### src/rtl/jds_pkg.sv
package jds_pkg;
  typedef enum logic [2:0] {ST_WAIT, ST_UNSEL, ST_SINGLE, ST_BCAST, ST_GROUP} sel_state_e;
  typedef enum logic [1:0] {K_NONE, K_SINGLE, K_BCAST, K_GROUP} match_e;
endpackage

### src/rtl/jds_addr_match.sv
module jds_addr_match import jds_pkg::*; #(
  parameter int ADDR_W = 6,
  parameter int GRP_W  = 2
) (
  input  logic [ADDR_W-1:0] code,
  input  logic [ADDR_W-1:0] slot,
  input  logic [GRP_W-1:0]  grp,
  output match_e            kind
);
  // group codes take the top 2^GRP_W addresses, broadcast sits just below
  localparam logic [ADDR_W-1:0] GRP_BASE = ADDR_W'(((1 << ADDR_W) - 1) ^ ((1 << GRP_W) - 1));
  localparam logic [ADDR_W-1:0] BCAST    = GRP_BASE - 1'b1;
  localparam logic [ADDR_W-1:0] RESV_LO  = GRP_BASE - 2'd2;

  function automatic match_e classify(input logic [ADDR_W-1:0] c,
                                      input logic [ADDR_W-1:0] s,
                                      input logic [GRP_W-1:0]  g);
    if (c == BCAST)         return K_BCAST;
    if (c >= GRP_BASE)      return (c[GRP_W-1:0] == g) ? K_GROUP : K_NONE;
    if (c == s && s < RESV_LO) return K_SINGLE;
    return K_NONE;
  endfunction

  assign kind = classify(code, slot, grp);
endmodule

### src/rtl/jds_sel_fsm.sv
module jds_sel_fsm import jds_pkg::*; #(
  parameter int               IR_W    = 8,
  parameter logic [IR_W-1:0]  GOTO_OP = 8'hC3
) (
  input  logic            tck,
  input  logic            rst_n,
  input  logic            tlr,
  input  logic            upd_ir,
  input  logic [IR_W-1:0] ir,
  input  match_e          kind,
  output sel_state_e      state,
  output logic [IR_W-1:0] cur_op
);
  localparam logic [IR_W-1:0] IDLE_OP = '1;

  sel_state_e nxt;
  logic [IR_W-1:0] nxt_op;

  always_comb begin
    nxt    = state;
    nxt_op = cur_op;
    if (tlr) begin
      nxt    = ST_WAIT;
      nxt_op = IDLE_OP;
    end else if (upd_ir) begin
      unique case (state)
        ST_WAIT: begin
          nxt_op = IDLE_OP;
          unique case (kind)
            K_SINGLE: nxt = ST_SINGLE;
            K_BCAST:  nxt = ST_BCAST;
            K_GROUP:  nxt = ST_GROUP;
            default:  nxt = ST_UNSEL;
          endcase
        end
        ST_UNSEL: if (ir == GOTO_OP) nxt = ST_WAIT;
        default: begin
          if (ir == GOTO_OP) begin
            nxt    = ST_WAIT;
            nxt_op = IDLE_OP;
          end else begin
            nxt_op = ir;
          end
        end
      endcase
    end
  end

  always_ff @(posedge tck or negedge rst_n) begin
    if (!rst_n) begin
      state  <= ST_WAIT;
      cur_op <= IDLE_OP;
    end else begin
      state  <= nxt;
      cur_op <= nxt_op;
    end
  end
endmodule

### src/rtl/jds_grp_reg.sv
module jds_grp_reg #(
  parameter int GRP_W = 2
) (
  input  logic             tck,
  input  logic             trst_n,
  input  logic             tlr,
  input  logic             load,
  input  logic [GRP_W-1:0] d,
  output logic [GRP_W-1:0] q
);
  always_ff @(posedge tck or negedge trst_n) begin
    if (!trst_n)   q <= '0;
    else if (tlr)  q <= '0;
    else if (load) q <= d;
  end
endmodule

### src/rtl/jds_oe.sv
module jds_oe (
  input  logic tck,
  input  logic rst_n,
  input  logic single,
  input  logic shift,
  output logic oe
);
  always_ff @(negedge tck or negedge rst_n) begin
    if (!rst_n) oe <= 1'b0;
    else        oe <= single & shift;
  end
endmodule

### src/rtl/jtag_drop_select.sv
module jtag_drop_select import jds_pkg::*; #(
  parameter int              IR_W    = 8,
  parameter int              ADDR_W  = 6,
  parameter int              GRP_W   = 2,
  parameter logic [IR_W-1:0] GOTO_OP = 8'hC3,
  parameter logic [IR_W-1:0] GRP_OP  = 8'h03
) (
  input  logic              tck,
  input  logic              trst_n,
  input  logic              lsp_rst_n,
  input  logic              tlr,
  input  logic              upd_ir,
  input  logic              upd_dr,
  input  logic              shift,
  input  logic [IR_W-1:0]   ir,
  input  logic [GRP_W-1:0]  dr_grp,
  input  logic [ADDR_W-1:0] slot,
  output logic              sel,
  output logic              sel_n,
  output logic              lsp_en_n,
  output logic              tdo_oe,
  output logic              lsp_trst_n
);
  logic            rst_n;
  match_e          kind;
  sel_state_e      state;
  logic [IR_W-1:0] cur_op;
  logic [GRP_W-1:0] grp_q;
  logic            grp_load;
  logic            st_wait, st_unsel, st_single;

  assign rst_n = trst_n & lsp_rst_n;

  jds_addr_match #(.ADDR_W(ADDR_W), .GRP_W(GRP_W)) u_match (
    .code(ir[ADDR_W-1:0]), .slot(slot), .grp(grp_q), .kind(kind));

  jds_sel_fsm #(.IR_W(IR_W), .GOTO_OP(GOTO_OP)) u_fsm (
    .tck(tck), .rst_n(rst_n), .tlr(tlr), .upd_ir(upd_ir), .ir(ir),
    .kind(kind), .state(state), .cur_op(cur_op));

  assign st_wait   = (state == ST_WAIT);
  assign st_unsel  = (state == ST_UNSEL);
  assign st_single = (state == ST_SINGLE);
  assign grp_load  = st_single & upd_dr & (cur_op == GRP_OP);

  jds_grp_reg #(.GRP_W(GRP_W)) u_grp (
    .tck(tck), .trst_n(trst_n), .tlr(tlr), .load(grp_load), .d(dr_grp), .q(grp_q));

  jds_oe u_oe (.tck(tck), .rst_n(rst_n), .single(st_single), .shift(shift), .oe(tdo_oe));

  assign sel        = ~(st_wait | st_unsel);
  assign sel_n      = ~sel;
  assign lsp_en_n   = ~sel;
  assign lsp_trst_n = rst_n;
endmodule

### config.mk
export PLATFORM = sky130hd
export DESIGN_NAME = jtag_drop_select
export DESIGN_NICKNAME = d
export VERILOG_FILES = /design/src/rtl/jds_pkg.sv /design/src/rtl/jds_addr_match.sv /design/src/rtl/jds_sel_fsm.sv /design/src/rtl/jds_grp_reg.sv /design/src/rtl/jds_oe.sv /design/src/rtl/jtag_drop_select.sv
export SDC_FILE = /design/constraint.sdc
export NUM_CORES = 1
export LEC_CHECK = 0
export ABC_AREA = 1
export BUFFER_PORTS_ARGS = -buffer_cell sky130_fd_sc_hd__buf_4
export CAP_MARGIN = 20
export CORE_MARGIN = 4
export CORE_UTILIZATION = 30
export CTS_BUF_LIST = sky130_fd_sc_hd__clkbuf_8
export CTS_CLUSTER_DIAMETER = 200
export DETAILED_ROUTE_END_ITERATION = 10
export SLEW_MARGIN = 20
export SYNTH_ARGS = -nofsm -noshare
export SYNTH_HDL_FRONTEND = slang
export SYNTH_SLANG_ARGS = --single-unit
### constraint.sdc
create_clock -name tck -period 1.91 [get_ports tck]
set_clock_uncertainty 0.2 [all_clocks]
set_input_delay 0.573 -clock tck [delete_from_list [all_inputs] [get_ports tck]]
set_output_delay 0.573 -clock tck [all_outputs]
set_load 0.005 [all_outputs]
-- Yosys cells after proc, flatten, opt, wreduce, memory -nomap -nowiden
Cells that the tools add are included.
- $lt $le $gt $ge: 2
- eq/ne operators: 11
- multiplexer cells: 24
- bitwise logic cells: 6
- reductions and logical operators: 7
- operators with widths (cell ; count):
    two-way mux 8 bit ; 3
    two-way mux 2 bit ; 9
    one-hot mux 8 bit (2 select lines) ; 1
    two-way mux 3 bit ; 4
    one-hot mux 3 bit (3 select lines) ; 1
    == test 8 x 2 -> 1 bit (second input constant) ; 1
    == test 8 bit (second input constant) ; 1
    == test 6 bit ; 1
    == test 6 bit (second input constant) ; 1
    >= comparator 6 bit (second input constant) ; 1
    < comparator 6 bit (second input constant) ; 1
    two-way mux 1 bit ; 6
    bitwise AND 1 bit ; 4
    == test 2 bit (second input constant) ; 2
    AND reduction 2 bit ; 2
    nonzero test 2 bit ; 2
    == test 3 x 1 -> 1 bit (second input constant) ; 1
    == test 3 x 2 -> 1 bit (second input constant) ; 1
    zero test 3 bit ; 1
    nonzero test 3 bit ; 1
    == test 2 x 1 -> 1 bit (second input constant) ; 1
    == test 2 bit ; 1
    inequality test 2 bit (second input constant) ; 1
    logical AND 1 bit ; 1
    2 further kinds ; 2
- flip-flop bits (word level): 14
- bits of input ports: 23
- output and inout bits: 5
- logic and storage cells: 54

-- Depth between registers and ports, before layout
Gate-level depths: netlist of the first run.
- depth in word-level cells: 13
- depth in mapped cells: 9
- gate-level depth less buffers: 9

-- Modules after synthesis
Synthesis of the first run repeated with hierarchy kept, for this count alone.
- cell total of the unflattened synthesis: 151
- area, all modules: 1024.7 sq um
- by module, submodules not included (module ; times used ; cells each ; area each (sq um) ; sequential area each (sq um)):
    jds_sel_fsm ; 1 ; 83 ; 650.6 ; 285.3
    jds_addr_match ; 1 ; 35 ; 173.9 ; 0.0
    jds_grp_reg ; 1 ; 10 ; 85.1 ; 50.0
    jtag_drop_select ; 1 ; 20 ; 82.6 ; 0.0
    jds_oe ; 1 ; 3 ; 32.5 ; 25.0

==> results.sh, run 1 <==
export IMPL_syn_num_nets=148
export IMPL_drc=0
export IMPL_grt_pass1_wl_um=3920
export IMPL_worstSetupStartpointType="register"
export IMPL_wl_um=2200
export IMPL_clockBufferDepth=2
export IMPL_drive_above_1_share_pct=41.3
export IMPL_mostFrequentLayoutCell="buf_4"
export IMPL_fin_area_um2=1370
export IMPL_synth_warnings=0
export IMPL_antenna_found_initial=0
export IMPL_pre_cts_ws_ns=-0.285
export IMPL_status="finished with violations"
export IMPL_dpl_hpwl_um=1830
export IMPL_synth_seq_cells=14
export IMPL_crit_buf_inv=1
export IMPL_start_util_pct=32.3
export IMPL_hold_class="in2async"
export IMPL_synthCells=124
export IMPL_fin_util_pct=48.3
export IMPL_grt_max_degree=13
export IMPL_syn_to_final_growth_pct=49.5
export IMPL_power_density_nw_per_um2=636
export IMPL_whs_ns=0.0390
export IMPL_rsz0062_at_grt="yes"
export IMPL_core_um2=2830
export IMPL_peakVddDrop_uv=250
export IMPL_gp_congestion=0.815
export IMPL_diodes=0
export IMPL_path_cells="buf_4"
export IMPL_grt_pass1_vias=927
export IMPL_cts_tree="done"
export IMPL_vias=935
export IMPL_synth_largest_area_cell="dfstp_2"
export IMPL_worstSetupPathType="reg2out"
export IMPL_drt_iter0_markers=33
export IMPL_yosysSeqAreaShare_pct=39.5
export IMPL_drv_cap=0
export IMPL_synth_area_leaders="dfstp_2, dfrtp_1, nand2_1, inv_1, nand3_1"
export IMPL_final_cell_mix="buf_4, nand2_1, inv_1, nand3_1, nor2_1"
export IMPL_synth_top_cell_area_share_pct=23.0
export IMPL_max_stage_delay_ns=0.38
export IMPL_dpl_cell_area_um2=1260
export IMPL_synth_cell_types=25
export IMPL_cts_sink_count=14
export IMPL_firstDrtPassIters=5
export IMPL_hold_violations=0
export IMPL_n_fill_cell=292
export IMPL_power_leakage_nw=0.715
export IMPL_grt_overflow_total=0
export IMPL_maxSlewViolCount=0
export IMPL_cts_root_buffer="clkbuf_8"
export IMPL_worst_pin_slew_ns=0.262
export IMPL_r2r_start="u_fsm.state[1]"
export IMPL_reg2reg_to="u_oe.oe"
export IMPL_fp_dieArea_um2=3990
export IMPL_r2r_cells=3
export IMPL_failed_checks="negative setup slack"
export IMPL_cts_buffers=3
export IMPL_path_delay_family="flip-flops"
export IMPL_setup_viol=4
export IMPL_htreeDepth=1
export IMPL_insertion_delay_ns=0.24
export IMPL_wire_per_inst_um=10.8
export IMPL_num_rows=19
export IMPL_io_buffers=27
export IMPL_ant_nets=0
export IMPL_worst_slack_ns=-0.560
export IMPL_die_w_um=63.2
export IMPL_netlist_area_um2=913
export IMPL_track_usage_pct=12.1
export IMPL_end_kind="primary output"
export IMPL_avgSynthCellArea_um2=7.37
export IMPL_slew_headroom_pct=82.5
export IMPL_clk_pin_slew_ns=0.06
export IMPL_arrival_ns=1.70
export IMPL_r2r_slack_ns=0.01
export IMPL_final_nets=197
export IMPL_crit_required_ns=1.14
export IMPL_path_max_fanout=1
export IMPL_ios=28
export IMPL_die_y_um=63.2
export IMPL_crit_slowest_cell="dfrtn_1"
export IMPL_vias_per_cell=4.61
-- flip-flops by register name, indices dropped and copies added (netlist names) --
| signal | count |
|---|---|
| u_fsm.cur_op | 8 |
| u_fsm.state | 3 |
| u_grp.q | 2 |
| u_oe.oe | 1 |
-- kinds of logic (layout without fill, tap and decap cells) --
| group | Yosys count | count (layout) | share of synthesized area, % |
|---|---|---|---|
| AO/OA/AOI/OAI | 14 | 14 | 9.32 |
| XOR/XNOR | 3 | 3 | 2.88 |
| adder cells (fa/ha/maj) | 1 | 1 | 1.37 |
| buffers and inverters | 22 | 70 | 10.3 |
| flip-flops | 14 | 14 | 39.5 |
| AND/OR/NAND/NOR | 70 | 70 | 36.7 |
-- how the worst max path moves through the flow --
stage	startpoint	to	cells after the start	slack [ns]
2_1_floorplan	u_oe.oe	tdo_oe	0	-0.20
3_3_place_gp	u_oe.oe	tdo_oe	1	-0.28
3_5_place_dp	u_oe.oe	tdo_oe	1	-0.28
4_1_cts	u_oe.oe	tdo_oe	1	-0.57
5_1_grt	u_oe.oe	tdo_oe	1	-0.59
6_report	u_oe.oe	tdo_oe	1	-0.56
-- metal layers --
metal,routed length (µm),GRT usage (%),share of wire (%),up-vias
met4,44,5.66,2.0,0
met1,1000,14.7,46,417
met2,1040,20.3,47,23
met3,115,2.49,5.2,5
li1,-,-,-,490
met5,0,0,0,-
-- power breakdown --
part | switching, mW | internal [mW] | leakage [nW]
clock network | 0.107 | 0.183 | 0.0288
registers | 0.0114 | 0.330 | 0.164
logic | 0.112 | 0.125 | 0.523
-- synth_stat cells, drive strengths merged --
| cell | number |
|---|---|
| a31oi | 1 |
| xor2 | 1 |
| o31ai | 1 |
| xnor2 | 2 |
| dfrtn | 1 |
| and2 | 1 |
| dfstp | 8 |
| dfrtp | 5 |
| a21oi | 4 |
| o21ai | 8 |
| inv | 20 |
| ha | 1 |
| nor2 | 14 |
| buf | 2 |
| nand4 | 3 |
| nand2 | 35 |
| nor3 | 5 |
| nand3 | 12 |
-- through the flow --
step	TNS (ns)	power (mW)	std cells
final	-0.885	0.868	203
after floorplan	-0.296	0.455	124
after global placement	-0.535	0.555	196
after CTS	-0.870	0.871	202
after detailed placement	-0.563	0.560	196
after global routing	-1.22	0.921	203
-- area by class of cell --
| type | instances | area (µm²) | area share, % |
|---|---|---|---|
| Multi-Input combinational cell | 88 | 469 | 34.4 |
| Timing Repair Buffer | 46 | 367 | 26.9 |
| Sequential cell | 14 | 360 | 26.4 |
| Inverter | 20 | 75.1 | 5.50 |
| Clock buffer | 4 | 55.1 | 4.03 |
| Tap cell | 31 | 38.8 | 2.84 |
-- repair_timing --
action / in CTS / in global routing
buffers inserted: 1 / 1
gates resized for setup: 9 / 0
pin swaps: 1 / 3
hold buffers: 1 / 0
endpoints found under the setup margin: 5 / 5
hold endpoints to repair: 2 / 0
No activity file was read; power rests on OpenSTA's default activity.
==> inputs of run 2 (changes only) <==
ABC_AREA = unset   (was 1)
CELL_PAD_IN_SITES_DETAIL_PLACEMENT = 1   (was unset)
CELL_PAD_IN_SITES_GLOBAL_PLACEMENT = 1   (was unset)
PLACE_DENSITY_LB_ADDON = 0.1   (was unset)
==> results.sh, run 2 <==
export IMPL_grt_overflow_total=0
export IMPL_grt_max_degree=10
export IMPL_cts_root_buffer="clkbuf_8"
export IMPL_pre_cts_ws_ns=-0.294
export IMPL_synth_seq_cells=14
export IMPL_r2r_cells=2
export IMPL_synth_cell_types=33
export IMPL_die_w_um=61.1
export IMPL_cts_tree="done"
export IMPL_reg2reg_to="u_oe.oe"
export IMPL_ios=28
export IMPL_path_max_fanout=1
export IMPL_synth_edf_count=0
export IMPL_wire_per_inst_um=15.3
export IMPL_status="finished with violations"
export IMPL_ys_async_sr_fraction_pct=100
export IMPL_yosysSeqAreaShare_pct=42.5
export IMPL_worstSetupPathType="reg2out"
export IMPL_syn_to_final_growth_pct=69.3
export IMPL_rsz0062_at_grt="yes"
export IMPL_power_density_nw_per_um2=559
export IMPL_r2r_slack_ns=-0.04
export IMPL_max_stage_delay_ns=0.39
export IMPL_fin_tns_setup_ns=-0.606
export IMPL_grt_pass1_wl_um=4170
export IMPL_netlist_area_um2=847
export IMPL_antenna_found_initial=0
export IMPL_failed_checks="negative setup slack"
export IMPL_grt_pass1_vias=918
export IMPL_fin_util_pct=52.4
export IMPL_vias=832
export IMPL_hold_class="in2async"
export IMPL_drive_above_1_share_pct=60.9
export IMPL_syn_num_nets=110
export IMPL_worstSetupStartpointType="register"
export IMPL_dp_cells=162
export IMPL_avgSynthCellArea_um2=9.85
export IMPL_clockBufferDepth=2
export IMPL_cts_sink_count=14
export IMPL_gp_congestion=0.701
export IMPL_die_y_um=61.1
export IMPL_hold_violations=0
export IMPL_wl_um=2590
export IMPL_synth_largest_area_cell="dfstp_2"
export IMPL_path_cells="buf_4"
export IMPL_top_regs="u_fsm.cur_op: 8 flops, u_fsm.state: 3 flops, u_grp.q: 2 flops"
export IMPL_synthCells=86
export IMPL_arrival_ns=1.70
export IMPL_io_buffers=27
export IMPL_drv_cap=0
export IMPL_slew_headroom_pct=74.3
export IMPL_final_cell_count_no_fill=169
export IMPL_insertion_delay_ns=0.24
export IMPL_clk_pin_slew_ns=0.06
export IMPL_synth_area_leaders="dfstp_2, dfrtp_1, xor2_1, nor2_1, o22a_1"
export IMPL_end_kind="primary output"
export IMPL_worst_pin_slew_ns=0.384
export IMPL_largest_reg_flops=8
export IMPL_regMostFlops="u_fsm.cur_op"
export IMPL_total_power_mw=0.801
export IMPL_power_leakage_nw=0.673
export IMPL_dpl_cell_area_um2=1230
export IMPL_cts_buffers=3
export IMPL_start_util_pct=31.0
export IMPL_fin_area_um2=1430
export IMPL_drc=0
export IMPL_synth_commonest_cells="nor2_1, dfstp_2"
export IMPL_yosysMostFrequentCell="nor2_1"
export IMPL_vias_per_cell=4.92
export IMPL_worst_slack_ns=-0.567
export IMPL_drt_iter0_markers=26
export IMPL_synth_top_cell_area_share_pct=24.8
export IMPL_crit_buf_inv=1
export IMPL_fp_dieArea_um2=3740
export IMPL_final_cell_mix="buf_4, nor2_1, dfstp_2, inv_1, dfrtp_1"
export IMPL_diodes=0
export IMPL_crit_slowest_cell="dfrtn_1"
export IMPL_path_delay_family="flip-flops"
export IMPL_peakVddDrop_uv=577
export IMPL_synth_ff_type="dfstp_2"
export IMPL_whs_ns=0.180
export IMPL_num_rows=19
export IMPL_mostFrequentLayoutCell="buf_4"
export IMPL_r2r_start="u_fsm.state[1]"
export IMPL_crit_required_ns=1.14
export IMPL_setup_viol=2
export IMPL_ant_nets=0
export IMPL_htreeDepth=1
export IMPL_final_nets=163
export IMPL_track_usage_pct=15.6
export IMPL_core_um2=2730
export IMPL_maxSlewViolCount=0
export IMPL_dpl_hpwl_um=2050
export IMPL_synth_warnings=0
export IMPL_firstDrtPassIters=2
run 2: cell count changes after synthesis, sizes merged, moves of 4 or more:
cell   previous run  this run
o21ai             8         1
o22a              0         4
nand2            35         4
inv              20         6
nand3            12         1
xor2              1         5
run 2: routing by layer:
| layer | share of wire, % | global-route usage (%) |
|---|---|---|
| met1 | 46 | 20.7 |
| met5 | 0 | 0 |
| met3 | 3.0 | 1.05 |
| met2 | 49 | 24.3 |
| met4 | 2.6 | 10.2 |
run 2: how the worst max path moves through the flow:
stage / start / end / slack, ns / cells past startpoint
floorplan: u_oe.oe / tdo_oe / -0.20 / 0
global placement: u_oe.oe / tdo_oe / -0.28 / 1
detailed placement: u_oe.oe / tdo_oe / -0.29 / 1
CTS: u_oe.oe / tdo_oe / -0.58 / 1
global route: u_oe.oe / tdo_oe / -0.60 / 1
finish: u_oe.oe / tdo_oe / -0.57 / 1
run 2: worst register-to-register path: cells and delay by family (launching register included):
kind | cells | cell delay, ns
flip-flops | 1 | 0.38
AND/OR/NAND/NOR | 2 | 0.29
run 2: cell type report:
type                            count  area [µm²]
Fill cell                         329        1300
Multi-Input combinational cell     65         572
Timing Repair Buffer               49         385
Sequential cell                    14         360
Clock buffer                        4        55.1
Tap cell                           31        38.8
Inverter                            6        22.5
run 2: logic make-up (layout without fill, tap and decap cells):
kind of cell    after synthesis  in the layout  synth area share, %
flops                        14             14                 42.5
mux                           2              2                 2.36
buf+inv                       7             59                 3.55
simple gates                 36             36                 23.9
fa+ha+maj                     1              1                 1.48
compound gates               19             19                 18.9
xor+xnor                      7              7                 7.24
run 2: power by group:
part           internal, mW  switching [mW]  leakage [nW]
registers             0.320         0.00823         0.165
logic                 0.104          0.0850         0.479
clock network         0.183           0.102        0.0288
total                 0.606           0.195         0.673
run 2: what timing repair did:
item,in CTS,in global routing
setup buffers,0,2
hold buffers,1,0
endpoints found under the hold margin,2,0
endpoints found under the setup margin,4,9
resized for setup,5,20
pin swaps,3,11
